===== src/rtl/los_pkg.sv =====
package los_pkg;
  localparam int REG_AW = 8;
  localparam int REG_DW = 8;

  localparam logic [REG_AW-1:0] ADR_MODE = 8'h00;
  localparam logic [REG_AW-1:0] ADR_STAT = 8'h11;
  localparam logic [REG_AW-1:0] ADR_IEN  = 8'h12;
  localparam logic [REG_AW-1:0] ADR_CHG  = 8'h14;

  localparam int BIT_INT_EN = 5;
  localparam int BIT_LOS    = 4;
  localparam int BIT_CHG    = 1;
  localparam int BIT_IEN    = 1;
endpackage


===== src/rtl/los_sync.sv =====
module los_sync #(
  parameter int STAGES = 2
) (
  input  logic clk,
  input  logic rst,
  input  logic d,
  output logic q
);
  logic [STAGES-1:0] chain;

  generate
    if (STAGES == 1) begin : g_one
      always_ff @(posedge clk) begin
        if (rst) chain <= '0;
        else     chain <= d;
      end
    end else begin : g_many
      always_ff @(posedge clk) begin
        if (rst) chain <= '0;
        else     chain <= {chain[STAGES-2:0], d};
      end
    end
  endgenerate

  assign q = chain[STAGES-1];
endmodule


===== src/rtl/los_zero_run.sv =====
module los_zero_run #(
  parameter int DECL_RUN = 32
) (
  input  logic                          clk,
  input  logic                          rst,
  input  logic                          bit_en,
  input  logic                          is_zero,
  output logic                          hit,
  output logic [$clog2(DECL_RUN+1)-1:0] run_cnt
);
  localparam int CW = $clog2(DECL_RUN + 1);
  localparam logic [CW-1:0] LAST = CW'(DECL_RUN - 1);
  localparam logic [CW-1:0] TOP  = CW'(DECL_RUN);

  // this bit completes (or extends) a run long enough to declare
  assign hit = bit_en && is_zero && (run_cnt >= LAST);

  always_ff @(posedge clk) begin
    if (rst) begin
      run_cnt <= '0;
    end else if (bit_en) begin
      if (!is_zero)           run_cnt <= '0;
      else if (run_cnt != TOP) run_cnt <= run_cnt + 1'b1;
    end
  end

  a_r2_run_saturates: assert property (@(posedge clk) disable iff (rst)
    run_cnt <= TOP);
  a_r12_idle_holds: assert property (@(posedge clk) disable iff (rst)
    !bit_en |=> $stable(run_cnt));
endmodule


===== src/rtl/los_clear_window.sv =====
module los_clear_window #(
  parameter int WIN_LEN   = 32,
  parameter int RUN_LIMIT = 4
) (
  input  logic clk,
  input  logic rst,
  input  logic active,
  input  logic bit_en,
  input  logic is_zero,
  output logic done
);
  localparam int WW = $clog2(WIN_LEN + 1);
  localparam int RW = $clog2(RUN_LIMIT + 1);
  localparam logic [WW-1:0] WIN_LAST = WW'(WIN_LEN - 1);
  localparam logic [WW-1:0] WIN_TOP  = WW'(WIN_LEN);
  localparam logic [RW-1:0] RUN_LAST = RW'(RUN_LIMIT - 1);

  logic          armed;
  logic [WW-1:0] win_cnt;
  logic [RW-1:0] zrun;
  logic          breaks;

  assign breaks = is_zero && (zrun == RUN_LAST);
  assign done   = active && armed && bit_en && !breaks && (win_cnt == WIN_LAST);

  always_ff @(posedge clk) begin
    if (rst || !active) begin
      armed   <= 1'b0;
      win_cnt <= '0;
      zrun    <= '0;
    end else if (bit_en) begin
      if (!armed) begin
        if (!is_zero) begin
          armed   <= 1'b1;
          win_cnt <= WW'(1);
          zrun    <= '0;
        end
      end else if (breaks) begin
        armed   <= 1'b0;
        win_cnt <= '0;
        zrun    <= '0;
      end else begin
        if (win_cnt != WIN_TOP) win_cnt <= win_cnt + 1'b1;
        zrun <= is_zero ? zrun + 1'b1 : '0;
      end
    end
  end

  a_r7_window_bounded: assert property (@(posedge clk) disable iff (rst)
    win_cnt <= WIN_TOP);
  a_r8_run_restarts: assert property (@(posedge clk) disable iff (rst)
    (active && armed && bit_en && breaks) |=> !armed);
  a_r12_window_idle: assert property (@(posedge clk) disable iff (rst)
    (active && !bit_en) |=> ($stable(win_cnt) || !active));
endmodule


===== src/rtl/los_regs.sv =====
module los_regs
  import los_pkg::*;
(
  input  logic              clk,
  input  logic              rst,
  input  logic              wr_en,
  input  logic              rd_en,
  input  logic [REG_AW-1:0] addr,
  input  logic [REG_DW-1:0] wr_data,
  input  logic              los,
  input  logic              chg,
  output logic [REG_DW-1:0] rd_data,
  output logic              int_en,
  output logic              chg_sts,
  output logic              irq_o
);
  logic              ien;
  logic              rd_chg;
  logic [REG_DW-1:0] rd_mux;
  logic [REG_DW-1:0] unused_wr_bits;

  assign unused_wr_bits = wr_data;
  assign rd_chg = rd_en && (addr == ADR_CHG);

  always_ff @(posedge clk) begin
    if (rst) begin
      int_en <= 1'b1;
      ien    <= 1'b0;
    end else if (wr_en) begin
      if (addr == ADR_MODE) int_en <= wr_data[BIT_INT_EN];
      if (addr == ADR_IEN)  ien    <= wr_data[BIT_IEN];
    end
  end

  // set has priority over clear-on-read
  always_ff @(posedge clk) begin
    if (rst)         chg_sts <= 1'b0;
    else if (chg)    chg_sts <= 1'b1;
    else if (rd_chg) chg_sts <= 1'b0;
  end

  always_comb begin
    rd_mux = '0;
    case (addr)
      ADR_MODE: rd_mux[BIT_INT_EN] = int_en;
      ADR_STAT: rd_mux[BIT_LOS]    = los;
      ADR_IEN:  rd_mux[BIT_IEN]    = ien;
      ADR_CHG:  rd_mux[BIT_CHG]    = chg_sts;
      default:  rd_mux = '0;
    endcase
  end

  always_ff @(posedge clk) begin
    if (rst)        rd_data <= '0;
    else if (rd_en) rd_data <= rd_mux;
  end

  assign irq_o = chg_sts && ien;

  a_r6_set_wins: assert property (@(posedge clk) disable iff (rst)
    chg |=> chg_sts);
  a_r6_read_clears: assert property (@(posedge clk) disable iff (rst)
    (rd_chg && !chg) |=> !chg_sts);
endmodule


===== src/rtl/los_detector.sv =====
module los_detector
  import los_pkg::*;
#(
  parameter int DECL_RUN    = 32,
  parameter int WIN_LEN     = 32,
  parameter int RUN_LIMIT   = 4,
  parameter int SYNC_STAGES = 2
) (
  input  logic              clk,
  input  logic              rst,
  input  logic              bit_en,
  input  logic              rx_pos,
  input  logic              rx_neg,
  input  logic              ext_los,
  input  logic              wr_en,
  input  logic              rd_en,
  input  logic [REG_AW-1:0] addr,
  input  logic [REG_DW-1:0] wr_data,
  output logic [REG_DW-1:0] rd_data,
  output logic              los_o,
  output logic              irq_o
);
  localparam int CW = $clog2(DECL_RUN + 1);

  logic          is_zero;
  logic          ext_s;
  logic          hit;
  logic          done;
  logic [CW-1:0] run_cnt;
  logic          int_en;
  logic          chg_sts;
  logic          int_los_q;
  logic          int_los_d;
  logic          los_d;
  logic          chg;

  assign is_zero = !(rx_pos || rx_neg);

  los_sync #(.STAGES(SYNC_STAGES)) u_sync (
    .clk (clk),
    .rst (rst),
    .d   (ext_los),
    .q   (ext_s)
  );

  los_zero_run #(.DECL_RUN(DECL_RUN)) u_run (
    .clk     (clk),
    .rst     (rst),
    .bit_en  (bit_en),
    .is_zero (is_zero),
    .hit     (hit),
    .run_cnt (run_cnt)
  );

  los_clear_window #(.WIN_LEN(WIN_LEN), .RUN_LIMIT(RUN_LIMIT)) u_win (
    .clk     (clk),
    .rst     (rst),
    .active  (int_los_q),
    .bit_en  (bit_en),
    .is_zero (is_zero),
    .done    (done)
  );

  always_comb begin
    if (!int_en)   int_los_d = 1'b0;
    else if (hit)  int_los_d = 1'b1;
    else if (done) int_los_d = 1'b0;
    else           int_los_d = int_los_q;
  end

  assign los_d = int_los_d || ext_s;
  assign chg   = (los_d != los_o);

  always_ff @(posedge clk) begin
    if (rst) begin
      int_los_q <= 1'b1;
      los_o     <= 1'b1;
    end else begin
      int_los_q <= int_los_d;
      los_o     <= los_d;
    end
  end

  los_regs u_regs (
    .clk     (clk),
    .rst     (rst),
    .wr_en   (wr_en),
    .rd_en   (rd_en),
    .addr    (addr),
    .wr_data (wr_data),
    .los     (los_o),
    .chg     (chg),
    .rd_data (rd_data),
    .int_en  (int_en),
    .chg_sts (chg_sts),
    .irq_o   (irq_o)
  );

  a_r2_declare: assert property (@(posedge clk) disable iff (rst)
    (int_en && hit) |=> los_o);
  a_r3_external: assert property (@(posedge clk) disable iff (rst)
    ext_s |=> los_o);
  a_r4_internal_off: assert property (@(posedge clk) disable iff (rst)
    (!int_en && !ext_s) |=> !los_o);
  a_r9_internal_holds: assert property (@(posedge clk) disable iff (rst)
    (int_en && int_los_q && !done) |=> los_o);
  a_r6_change_flag: assert property (@(posedge clk) disable iff (rst)
    (los_o != $past(los_o)) |-> chg_sts);
  a_r11_run_clear_after_reset: assert property (@(posedge clk)
    $fell(rst) |-> (run_cnt == '0));
endmodule


===== config.mk =====
export PLATFORM = sky130hd
export DESIGN_NAME = los_detector
export DESIGN_NICKNAME = d
export VERILOG_FILES = /design/src/rtl/los_pkg.sv /design/src/rtl/los_sync.sv /design/src/rtl/los_zero_run.sv /design/src/rtl/los_clear_window.sv /design/src/rtl/los_regs.sv /design/src/rtl/los_detector.sv
export SDC_FILE = /design/constraint.sdc
export NUM_CORES = 1
export LEC_CHECK = 0
export BUFFER_PORTS_ARGS = -buffer_cell sky130_fd_sc_hd__buf_2
export CORE_UTILIZATION = 40
export CTS_BUF_LIST = sky130_fd_sc_hd__clkbuf_4
export DETAILED_ROUTE_END_ITERATION = 12
export HOLD_SLACK_MARGIN = 0.03
export PLACE_DENSITY = 0.69
export SLEW_MARGIN = 5
export SYNTH_ARGS = -nofsm -noshare
export SYNTH_HDL_FRONTEND = slang
export SYNTH_SLANG_ARGS = --single-unit

===== constraint.sdc =====
create_clock -name clk -period 2.55 [get_ports clk]
set_input_delay 0.3825 -clock clk [delete_from_list [all_inputs] [get_ports clk]]
set_output_delay 0.3825 -clock clk [all_outputs]
set_load 0.005 [all_outputs]

==> out/qor.log, run 1 <==
qor: outcome.run_status finished, final reports clean
qor: power_and_ir_drop.pleak 0.616 nW
qor: setup_path.startpoint_type flip-flop
qor: clock_network.tritoncts.num_buffers 3
qor: synth.post_synth_instance_area 1430 um^2
qor: setup_path.critPathArrivalTime 2290 ps
qor: flow_run.cap_violations 0
qor: layout.fill_count 326
qor: sta.period_minus_slack 2030 ps
qor: sta.period_share 79.4%
qor: floorplanning.placement_rows 21
qor: sta.final.setup.tns 0 ps
qor: synth.library_cell_with_the_highest_instance_count_after_synthesis sky130_fd_sc_hd__dfxtp_1
qor: drt.detailroute.via_count 1274
qor: setup_path.criticalPathCategory flip-flop to flip-flop
qor: floorplanning.initial_utilization 42.2%
qor: synth.synth.cells.most_frequent sky130_fd_sc_hd__dfxtp_1 (26), sky130_fd_sc_hd__nor2_1 (11), sky130_fd_sc_hd__a21oi_1 (10), sky130_fd_sc_hd__inv_1 (10)
qor: synth.postSynth.asyncResetShare 0%
qor: drt.route.detailed.wl_per_inst 12.4 um
qor: setup_path.critical_path.n_buffers_inverters 0
qor: drt.number_of_drc_markers_after_the_initial_detailed_route_iteration 49
qor: synth.post_synth.cell_area_avg 8.77 um^2
qor: floorplanning.die_area 3820 um^2
qor: global_route.first_global_vias 1150
qor: drt.vias_per_cell 5.56
qor: clock_network.cts_hold_buf 0
qor: floorplanning.die_h 61.8 um
qor: drt.detail-route-antenna-nets 0
qor: clock_network.clockBufferDepth 2
qor: clock_network.cts-root-buf sky130_fd_sc_hd__clkbuf_4
qor: setup_path.slowest_delay 530 ps
qor: synth.synth-seq-area-share 36.4%
qor: setup_path.timing.critical_path.depth 6
qor: clock_network.cts.reportedPaths.clkPinSlew 130 ps
qor: clock_network.post_cts_resized 0
qor: drt.drtPass1Iterations 4
qor: global_route.grt_max_degree 17
qor: clock_network.numClockSinks 26
qor: layout.final_net_count 215
qor: placed_design.finalWeightedCongestion 0.799
qor: synth.ys_warn_count 0
qor: layout.total_area_of_multi_input_combinational_cells 826 um^2
qor: power_and_ir_drop.total_power 0.659 mW
qor: hold_path.timing.hold.worst.class input pin to flip-flop
qor: sta.max_freq 494 MHz
qor: synth.synth_cells 163
qor: layout.flow.area_growth_from_synthesis 10.1%
qor: global_route.wire_length_of_the_first_global_routing_pass 4780 um
qor: global_route.grt-ovfl-total 0
qor: setup_path.path_max_fanout 9
qor: sta.grt_setup_unrepaired no
qor: placed_design.pre_cts_slack 553 ps
qor: drt.post-route-drc-count 0
qor: clock_network.tritoncts done
qor: sta.timing.slew.headroom 57.2%
qor: setup_path.worst_path_dominant_cell_family simple AND/OR/NAND/NOR gates
qor: power_and_ir_drop.irDropWorstVdd 0.342 mV
qor: clock_network.postCtsSetupBuffers 0
qor: drt.drt_wl_total 2850 um
qor: setup_path.cpMostUsedCell sky130_fd_sc_hd__ha_1
qor: clock_network.cts_htree_levels 1
qor: sta.report.final.hold_viol_count 0
qor: sta.finalClockSkew 6.40 ps
qor: setup_path.critPathCaptureType flip-flop
qor: synth.post_synth_num_cell_types 48
qor: placed_design.place_hpwl 2170 um
qor: layout.drive_above_1_share 16.4%
qor: setup_path.reg2reg_depth 6
qor: sta.worst_pin_slew 636 ps
qor: synth.postSynth.topFlopCell sky130_fd_sc_hd__dfxtp_1
qor: setup_path.required 2810 ps
qor: sta.timing.final.ws_setup 524 ps
qor: clock_network.worst_skew_pair.late_latency 320 ps
qor: sta.timing.final.max_slew_violations 0
qor: placed_design.io_buffer_count 22
qor: sta.timing.final.setup_violations 0
qor: global_route.groute.usage.overall 16.9%
qor: synth.yosys-top-cells-area sky130_fd_sc_hd__dfxtp_1 (36%), sky130_fd_sc_hd__ha_1 (5.2%), sky130_fd_sc_hd__a21oi_1 (3.5%)
qor: synth.synth-edff-count 0
qor: floorplanning.core_area 3390 um^2
qor: power_and_ir_drop.pwr_density_cell 418 nW/um^2
qor: floorplanning.die_width 61.8 um
qor: setup_path.critical_path.cell_chain ha_1 > ha_1 > nor3b_4 > and4b_1 > or4_1 > a21oi_1
qor: sta.timing.hold.ws 269 ps
qor: floorplanning.boundaryPins 34
qor: setup_path.slowest_stage sky130_fd_sc_hd__or4_1
qor: synth.yosys.area.top_type sky130_fd_sc_hd__dfxtp_1
qor: synth.synth_seq_cells 26
qor: global_route.antenna_found_initial 0
qor: hold_path.worst_hold_path.num_cells 2
qor: synth.synth_top_area_share 36.4%
qor: layout.antenna-diode-count 0
qor: layout.register_area 520 um^2
cells in the final DEF (no fill, tap or decap), types with 4 or more instances in the layout:
| master | instances |
|---|---|
| sky130_fd_sc_hd__inv_1 | 10 |
| sky130_fd_sc_hd__conb_1 | 5 |
| sky130_fd_sc_hd__buf_2 | 22 |
| sky130_fd_sc_hd__a21oi_1 | 10 |
| sky130_fd_sc_hd__o21ai_0 | 4 |
| sky130_fd_sc_hd__nand3_1 | 6 |
| sky130_fd_sc_hd__nand4b_1 | 4 |
| sky130_fd_sc_hd__nand2_1 | 7 |
| sky130_fd_sc_hd__ha_1 | 6 |
| sky130_fd_sc_hd__dfxtp_1 | 26 |
| sky130_fd_sc_hd__nor2b_1 | 7 |
| sky130_fd_sc_hd__o31ai_1 | 4 |
| sky130_fd_sc_hd__mux2i_1 | 4 |
| sky130_fd_sc_hd__nor2_1 | 11 |
| sky130_fd_sc_hd__nor3_1 | 5 |
cells by family after synthesis:
group | synth area share, %
and+or+nand+nor | 28.5
buffers and inverters | 6.91
xor gates and xnor gates | 1.84
adders and majority gates | 5.25
other | 0.262
AOI/OAI and AO/OA | 18.0
muxes | 2.80
DFF | 36.4
sequential cells by signal, indices dropped and copies added, names as in the netlist:
signal / cells
u_run.run_cnt: 6
u_win.win_cnt: 6
u_regs.rd_data: 3
u_win.zrun: 3
u_sync.chain: 2
int_los_q: 1
los_o: 1
u_regs.chg_sts: 1
u_regs.ien: 1
u_regs.int_en: 1
u_win.armed: 1
layer usage:
metal	GRT usage [%]	wire length, um	up-vias
li1	-	-	641
met1	21.4	1340	605
met2	28.3	1390	24
met3	2.48	76	4
met4	7.94	38	0
met5	0	0	-
worst register-to-register path: stages (launching register included):
cell	delay (ps)
sky130_fd_sc_hd__dfxtp_1	370
sky130_fd_sc_hd__ha_1	160
sky130_fd_sc_hd__ha_1	180
sky130_fd_sc_hd__nor3b_4	250
sky130_fd_sc_hd__and4b_1	310
sky130_fd_sc_hd__or4_1	530
sky130_fd_sc_hd__a21oi_1	160
path summary, 6_finish.rpt:
check	from	endpoint	slack, ps
min	ext_los	u_sync.chain[0]	270
min reg2reg	u_sync.chain[0]	u_sync.chain[1]	460
max reg2reg	u_win.zrun[0]	u_win.win_cnt[3]	520
max	u_win.zrun[0]	u_win.win_cnt[3]	520
layout make-up:
type                    count  share of cell area (%)
inverters                  10                    2.38
multi-input cells         122                    52.5
repair buffers             22                    7.00
flip-flops and latches     26                    33.1
well taps                  46                    3.66
clock buffers               3                    1.43
stage by stage:
step | cells | instance area (um^2) | util, %
final | 229 | 1570 | 46.4
after global routing | 229 | 1570 | 46.4
after CTS | 229 | 1570 | 46.4
after detailed placement | 226 | 1550 | 45.8
after global placement | 226 | 1550 | 45.8
after floorplan | 167 | 1450 | -
power by group:
part / internal (mW) / total, mW / switching [mW]
Clock: 0.0553 / 0.169 / 0.114
Combinational: 0.0273 / 0.0701 / 0.0428
Sequential: 0.412 / 0.419 / 0.00683
Total: 0.495 / 0.659 / 0.163
Note: power is estimated with default switching activity, not from simulation.
==> run 2: changes to the inputs <==
- clock period: 2.55 -> 1.9 ns (I/O delays scaled with it)
==> run 2 against run 1 <==
  * Clock power grew 38%
  * Highest routed layer unchanged
  * Largest cell class unchanged
  * Final cell count grew 3.1%
  * Critical endpoint is now u_win.win_cnt[2]
  * Die area is the same
==> out/qor.log, run 2 (synthesized netlist as in run 1, its figures left out) <==
qor: clock_network.cts-root-buf sky130_fd_sc_hd__clkbuf_4
qor: layout.flow.area_growth_from_synthesis 17.0%
qor: drt.number_of_drc_markers_after_the_initial_detailed_route_iteration 48
qor: sta.timing.slew.headroom 62.5%
qor: power_and_ir_drop.p_int 0.670 mW
qor: clock_network.worst_skew_pair.late_latency 310 ps
qor: sta.report.final.hold_viol_count 0
qor: sta.timing.hold.ws 170 ps
qor: setup_path.path_max_fanout 8
qor: power_and_ir_drop.pwr_density_cell 536 nW/um^2
qor: floorplanning.die_width 61.8 um
qor: hold_path.timing.hold.worst.class input pin to flip-flop
qor: sta.worst_pin_slew 554 ps
qor: global_route.wire_length_of_the_first_global_routing_pass 5060 um
qor: drt.route.detailed.wl_per_inst 12.6 um
qor: global_route.global_route.usage.met2 29.5%
qor: layout.final_net_count 221
qor: layout.biggestRegsByFlops u_run.run_cnt (6), u_win.win_cnt (6)
qor: power_and_ir_drop.pleak 0.651 nW
qor: setup_path.reg2reg_from u_win.zrun[0]
qor: outcome.run_status finished, final reports clean
qor: global_route.grt-ovfl-total 0
qor: clock_network.numClockSinks 26
qor: sta.timing.final.ws_setup 38.0 ps
qor: drt.drt_wl_total 2970 um
qor: sta.final.setup.tns 0 ps
qor: layout.mostFrequentLayoutCell sky130_fd_sc_hd__dfxtp_1
qor: floorplanning.die_h 61.8 um
qor: placed_design.finalWeightedCongestion 0.804
qor: clock_network.clockBufferDepth 2
qor: setup_path.setup.worst_path.start u_win.zrun[0]
qor: global_route.groute.usage.overall 17.7%
qor: power_and_ir_drop.total_power 0.897 mW
qor: floorplanning.initial_utilization 42.2%
qor: setup_path.criticalPathCategory flip-flop to flip-flop
qor: layout.antenna-diode-count 0
qor: global_route.global_route_hottest_layer met2
qor: clock_network.cts_hold_buf 0
qor: layout.fin_util 49.4%
qor: power_and_ir_drop.power.switching 0.227 mW
qor: power_and_ir_drop.power.clock.fraction 26.0%
qor: setup_path.startpoint_type flip-flop
qor: sta.period_share 98.0%
qor: global_route.grt_max_degree 16
qor: sta.grt_setup_unrepaired yes
qor: floorplanning.placement_rows 21
qor: power_and_ir_drop.irDropWorstVdd 0.461 mV
qor: sta.finalClockSkew 3.02 ps
qor: sta.timing.final.setup_violations 0
qor: flow_run.cap_violations 0
qor: clock_network.tritoncts done
qor: clock_network.cts.reportedPaths.clkPinSlew 140 ps
qor: placed_design.pre_cts_slack -58.8 ps
qor: drt.vias_per_cell 5.55
qor: drt.detailroute.via_count 1310
qor: global_route.antenna_found_initial 0
qor: power_and_ir_drop.share_of_total_power_consumed_by_net_switching 25.3%
qor: sta.timing.final.max_slew_violations 0
qor: floorplanning.die_area 3820 um^2
qor: placed_design.io_buffer_count 22
qor: drt.post-route-drc-count 0
qor: sta.period_minus_slack 1860 ps
qor: power_and_ir_drop.seq_power_share 62.8%
qor: global_route.first_global_vias 1171
qor: clock_network.cts_htree_levels 1
qor: hold_path.min_delay_src ext_los
qor: setup_path.required 2160 ps
qor: setup_path.critPathArrivalTime 2120 ps
qor: global_route.global_route.usage.met3 2.69%
qor: drt.detail-route-antenna-nets 0
qor: power_and_ir_drop.power.combinational.fraction 11.2%
qor: layout.drive_above_1_share 24.2%
qor: setup_path.critPathCaptureType flip-flop
qor: sta.max_freq 537 MHz
qor: layout.layout.cells.most_common_list sky130_fd_sc_hd__dfxtp_1 (24), sky130_fd_sc_hd__buf_2 (22), sky130_fd_sc_hd__nor2_1 (11)
qor: global_route.grt.met1_usage 23.7%
qor: clock_network.tritoncts.num_buffers 3
qor: placed_design.place_hpwl 2200 um
qor: floorplanning.boundaryPins 34
qor: floorplanning.core_area 3390 um^2
qor: drt.drtPass1Iterations 4
[run 2: power by group through the flow]
stage	clock network [mW]	registers [mW]	logic [mW]
2_1_floorplan	0	0.572	0.0621
3_3_place_gp	0	0.574	0.0920
3_5_place_dp	0	0.574	0.0971
4_1_cts	0.245	0.563	0.0982
5_1_grt	0.272	0.565	0.112
6_report	0.234	0.563	0.101
[run 2: repair_timing]
action / 4_1_cts / 5_1_grt
hold endpoints to repair: 0 / 0
setup buffers: 1 / 0
gates resized for setup: 4 / 10
endpoints found under the setup margin: 4 / 5
pin swaps: 1 / 4
[run 2: final cells by class]
class	count	area (um^2)
Fill cell	331	1720
Multi-Input combinational cell	122	873
Sequential cell	26	523
Timing Repair Buffer	28	155
Tap cell	46	57.6
Inverter	10	37.5
Clock buffer	3	22.5
Clock inverter	1	3.75
[run 2: routing by layer]
| metal | up-vias | part of all wire [%] |
|---|---|---|
| met1 | 625 | 48 |
| met3 | 2 | 3.2 |
| met5 | - | 0 |
| met4 | 0 | 0.50 |
| li1 | 647 | - |
| met2 | 36 | 49 |
[run 2: final timing paths]
check | to | slack, ps | cells after the start
setup / recovery | u_win.win_cnt[2] | 40 | 6
hold / removal | u_sync.chain[0] | 170 | 2
setup reg to reg | u_win.win_cnt[2] | 40 | 6
hold reg to reg | u_sync.chain[1] | 460 | 1
[run 2: per-stage QoR]
step	cell area [um^2]	instances
finish	1670	236
detailed placement	1590	231
global route	1670	236
global placement	1590	231
floorplan	1450	167
CTS	1630	236
[run 2: critical path: stages, from the launching register on]
cell and delay (ps):
sky130_fd_sc_hd__dfxtp_2 380, sky130_fd_sc_hd__ha_4 140, sky130_fd_sc_hd__ha_4 120, sky130_fd_sc_hd__nor3b_4 200, sky130_fd_sc_hd__and4b_2 310, sky130_fd_sc_hd__or4_4 520
sky130_fd_sc_hd__a21oi_2 140
==> run 3: changes to the inputs <==
--- a/config.mk
+++ b/config.mk
@@ -11,2 +11,3 @@
 export DETAILED_ROUTE_END_ITERATION = 12
+export GPL_TIMING_DRIVEN = 0
 export HOLD_SLACK_MARGIN = 0.03
==> constraint.sdc (replaced) <==
create_clock -name clk -period 1.9 [get_ports clk]
set_input_delay 0.38 -clock clk [delete_from_list [all_inputs] [get_ports clk]]
set_output_delay 0.38 -clock clk [all_outputs]
set_load 0.005 [all_outputs]
==> run 3 against run 2 <==
  * Worst hold slack better by 87 ps
  * Flip-flop and latch count did not move
  * Die area stayed put
  * Largest cell class unchanged
  * Sequential share of layout area down 0.28 points
  * Combinational power is 6% higher
  * Wire length up 3.2%
  * Largest power group unchanged
  * Design area grew 0.90%
==> out/qor.log, run 3 (synthesized netlist as in run 1, its figures left out) <==
qor: setup_path.criticalPathCategory flip-flop to flip-flop
qor: layout.biggestRegsByFlops u_run.run_cnt (6), u_win.win_cnt (6)
qor: global_route.groute.usage.overall 18.1%
qor: layout.final-instance-count-excl-fill 242
qor: layout.drive_above_1_share 23.0%
qor: drt.vias_per_cell 5.49
qor: placed_design.numPlacedInstances 235
qor: layout.mostFrequentLayoutCell sky130_fd_sc_hd__dfxtp_1
qor: layout.final_net_count 227
qor: clock_network.worst_skew_pair.late_latency 330 ps
qor: clock_network.cts.reportedPaths.clkPinSlew 140 ps
qor: drt.route.detailed.wl_per_inst 12.7 um
qor: clock_network.tritoncts.num_buffers 3
qor: layout.layout.cells.most_common_list sky130_fd_sc_hd__dfxtp_1 (24), sky130_fd_sc_hd__buf_2 (23), sky130_fd_sc_hd__nor2_1 (11)
qor: hold_path.holdPathEnd u_sync.chain[0]
qor: floorplanning.initial_utilization 42.2%
qor: placed_design.io_buffer_count 22
qor: setup_path.reg2reg_depth 6
qor: power_and_ir_drop.pleak 0.670 nW
qor: setup_path.worst_r2r_endpoint u_win.win_cnt[2]
qor: power_and_ir_drop.irDropWorstVdd 0.341 mV
qor: power_and_ir_drop.pwr_density_cell 539 nW/um^2
qor: hold_path.worst_hold_path.num_cells 2
qor: sta.max_freq 547 MHz
qor: floorplanning.core_area 3390 um^2
qor: global_route.grt_max_degree 15
qor: floorplanning.die_width 61.8 um
qor: sta.timing.slew.headroom 57.5%
qor: clock_network.clockBufferDepth 2
qor: layout.flow.area_growth_from_synthesis 18.0%
qor: global_route.antenna_found_initial 0
qor: sta.grt_setup_unrepaired no
qor: setup_path.critPathArrivalTime 2100 ps
qor: drt.detail-route-antenna-nets 0
qor: drt.drt_wl_total 3070 um
qor: outcome.run_status finished, final reports clean
qor: placed_design.pre_cts_slack -134 ps
qor: flow_run.cap_violations 0
qor: placed_design.finalWeightedCongestion 0.809
qor: drt.post-route-drc-count 0
qor: sta.timing.final.max_slew_violations 0
qor: sta.timing.final.setup_violations 0
qor: hold_path.timing.hold.worst.class input pin to flip-flop
qor: layout.fill_count 341
qor: clock_network.numClockSinks 26
qor: clock_network.tritoncts done
qor: clock_network.cts-root-buf sky130_fd_sc_hd__clkbuf_4
qor: setup_path.reg2reg_slack 70 ps
qor: setup_path.critPathCaptureType flip-flop
qor: global_route.wire_length_of_the_first_global_routing_pass 5200 um
qor: drt.number_of_drc_markers_after_the_initial_detailed_route_iteration 50
qor: clock_network.cts_htree_levels 1
qor: floorplanning.placement_rows 21
qor: sta.worst_pin_slew 631 ps
qor: setup_path.required 2170 ps
qor: setup_path.startpoint_type flip-flop
qor: placed_design.place_hpwl 2320 um
qor: hold_path.min_delay_src ext_los
qor: global_route.first_global_vias 1227
qor: global_route.grt-ovfl-total 0
qor: sta.timing.hold.ws 257 ps
qor: setup_path.path_max_fanout 6
qor: sta.period_minus_slack 1830 ps
qor: clock_network.cts_hold_buf 0
qor: sta.period_share 96.3%
qor: drt.detailroute.via_count 1329
qor: floorplanning.boundaryPins 34
qor: drt.drtPass1Iterations 4
qor: sta.report.final.hold_viol_count 0
qor: power_and_ir_drop.total_power 0.910 mW
qor: layout.fin_util 49.8%
qor: sta.timing.final.ws_setup 70.3 ps
qor: setup_path.reg2reg_from u_win.zrun[0]
qor: layout.antenna-diode-count 0
qor: sta.finalClockSkew 10.9 ps
qor: floorplanning.die_h 61.8 um
qor: floorplanning.die_area 3820 um^2
[run 3: per-layer routing]
| layer | track usage (%) | routed length, um |
|---|---|---|
| met5 | 0 | 0 |
| met1 | 23.2 | 1470 |
| met4 | 6.98 | 37 |
| met2 | 30.7 | 1460 |
| met3 | 2.48 | 103 |
[run 3: worst max-delay path, stage by stage, from the launching register on]
cell and delay, ps:
sky130_fd_sc_hd__dfxtp_2 390, sky130_fd_sc_hd__ha_4 140, sky130_fd_sc_hd__ha_4 130, sky130_fd_sc_hd__nor3b_4 220, sky130_fd_sc_hd__and4b_2 300, sky130_fd_sc_hd__or4_1 470
sky130_fd_sc_hd__a21oi_1 130
[run 3: power by group]
group | switching, mW | leakage, nW | total (mW) | internal [mW]
sequential | 0.00951 | 0.212 | 0.563 | 0.554
combinational | 0.0615 | 0.443 | 0.107 | 0.0454
clock | 0.163 | 0.0154 | 0.240 | 0.0772
total | 0.234 | 0.670 | 0.910 | 0.676
[run 3: metrics by stage]
step	area, um^2	setup TNS (ps)
final	1690	0
after detailed placement	1610	-402
after CTS	1670	0
after global placement	1610	-141
after global routing	1690	0
after floorplan	1450	0
[run 3: timing repair]
item,4_1_cts,5_1_grt
endpoints found under the setup margin,6,5
resized for setup,5,3
pin swaps,5,1
buffers inserted,4,0
hold endpoints to repair,0,0
[run 3: cell type report]
class / instances / area (um^2) / area share [%]
clock buffers: 3 / 22.5 / 1.33
plain buffers: 8 / 50.0 / 2.97
multi-input cells: 122 / 853 / 50.6
well taps: 46 / 57.6 / 3.41
clock inverters: 1 / 3.75 / 0.222
flip-flops and latches: 26 / 523 / 31.0
inverters: 10 / 37.5 / 2.22
repair buffers: 26 / 140 / 8.30
[run 3: worst max path at each step]
stage,from,endpoint,slack [ps],cells past startpoint
after floorplan,u_win.zrun[0],u_win.win_cnt[3],10,7
after CTS,u_win.zrun[0],u_win.win_cnt[2],10,6
final,u_win.zrun[0],u_win.win_cnt[2],70,6
after detailed placement,u_win.zrun[0],u_win.win_cnt[3],-130,7
after global placement,u_win.zrun[0],u_win.win_cnt[3],-60,7
after global routing,u_win.win_cnt[0],u_regs.chg_sts,0.6,5
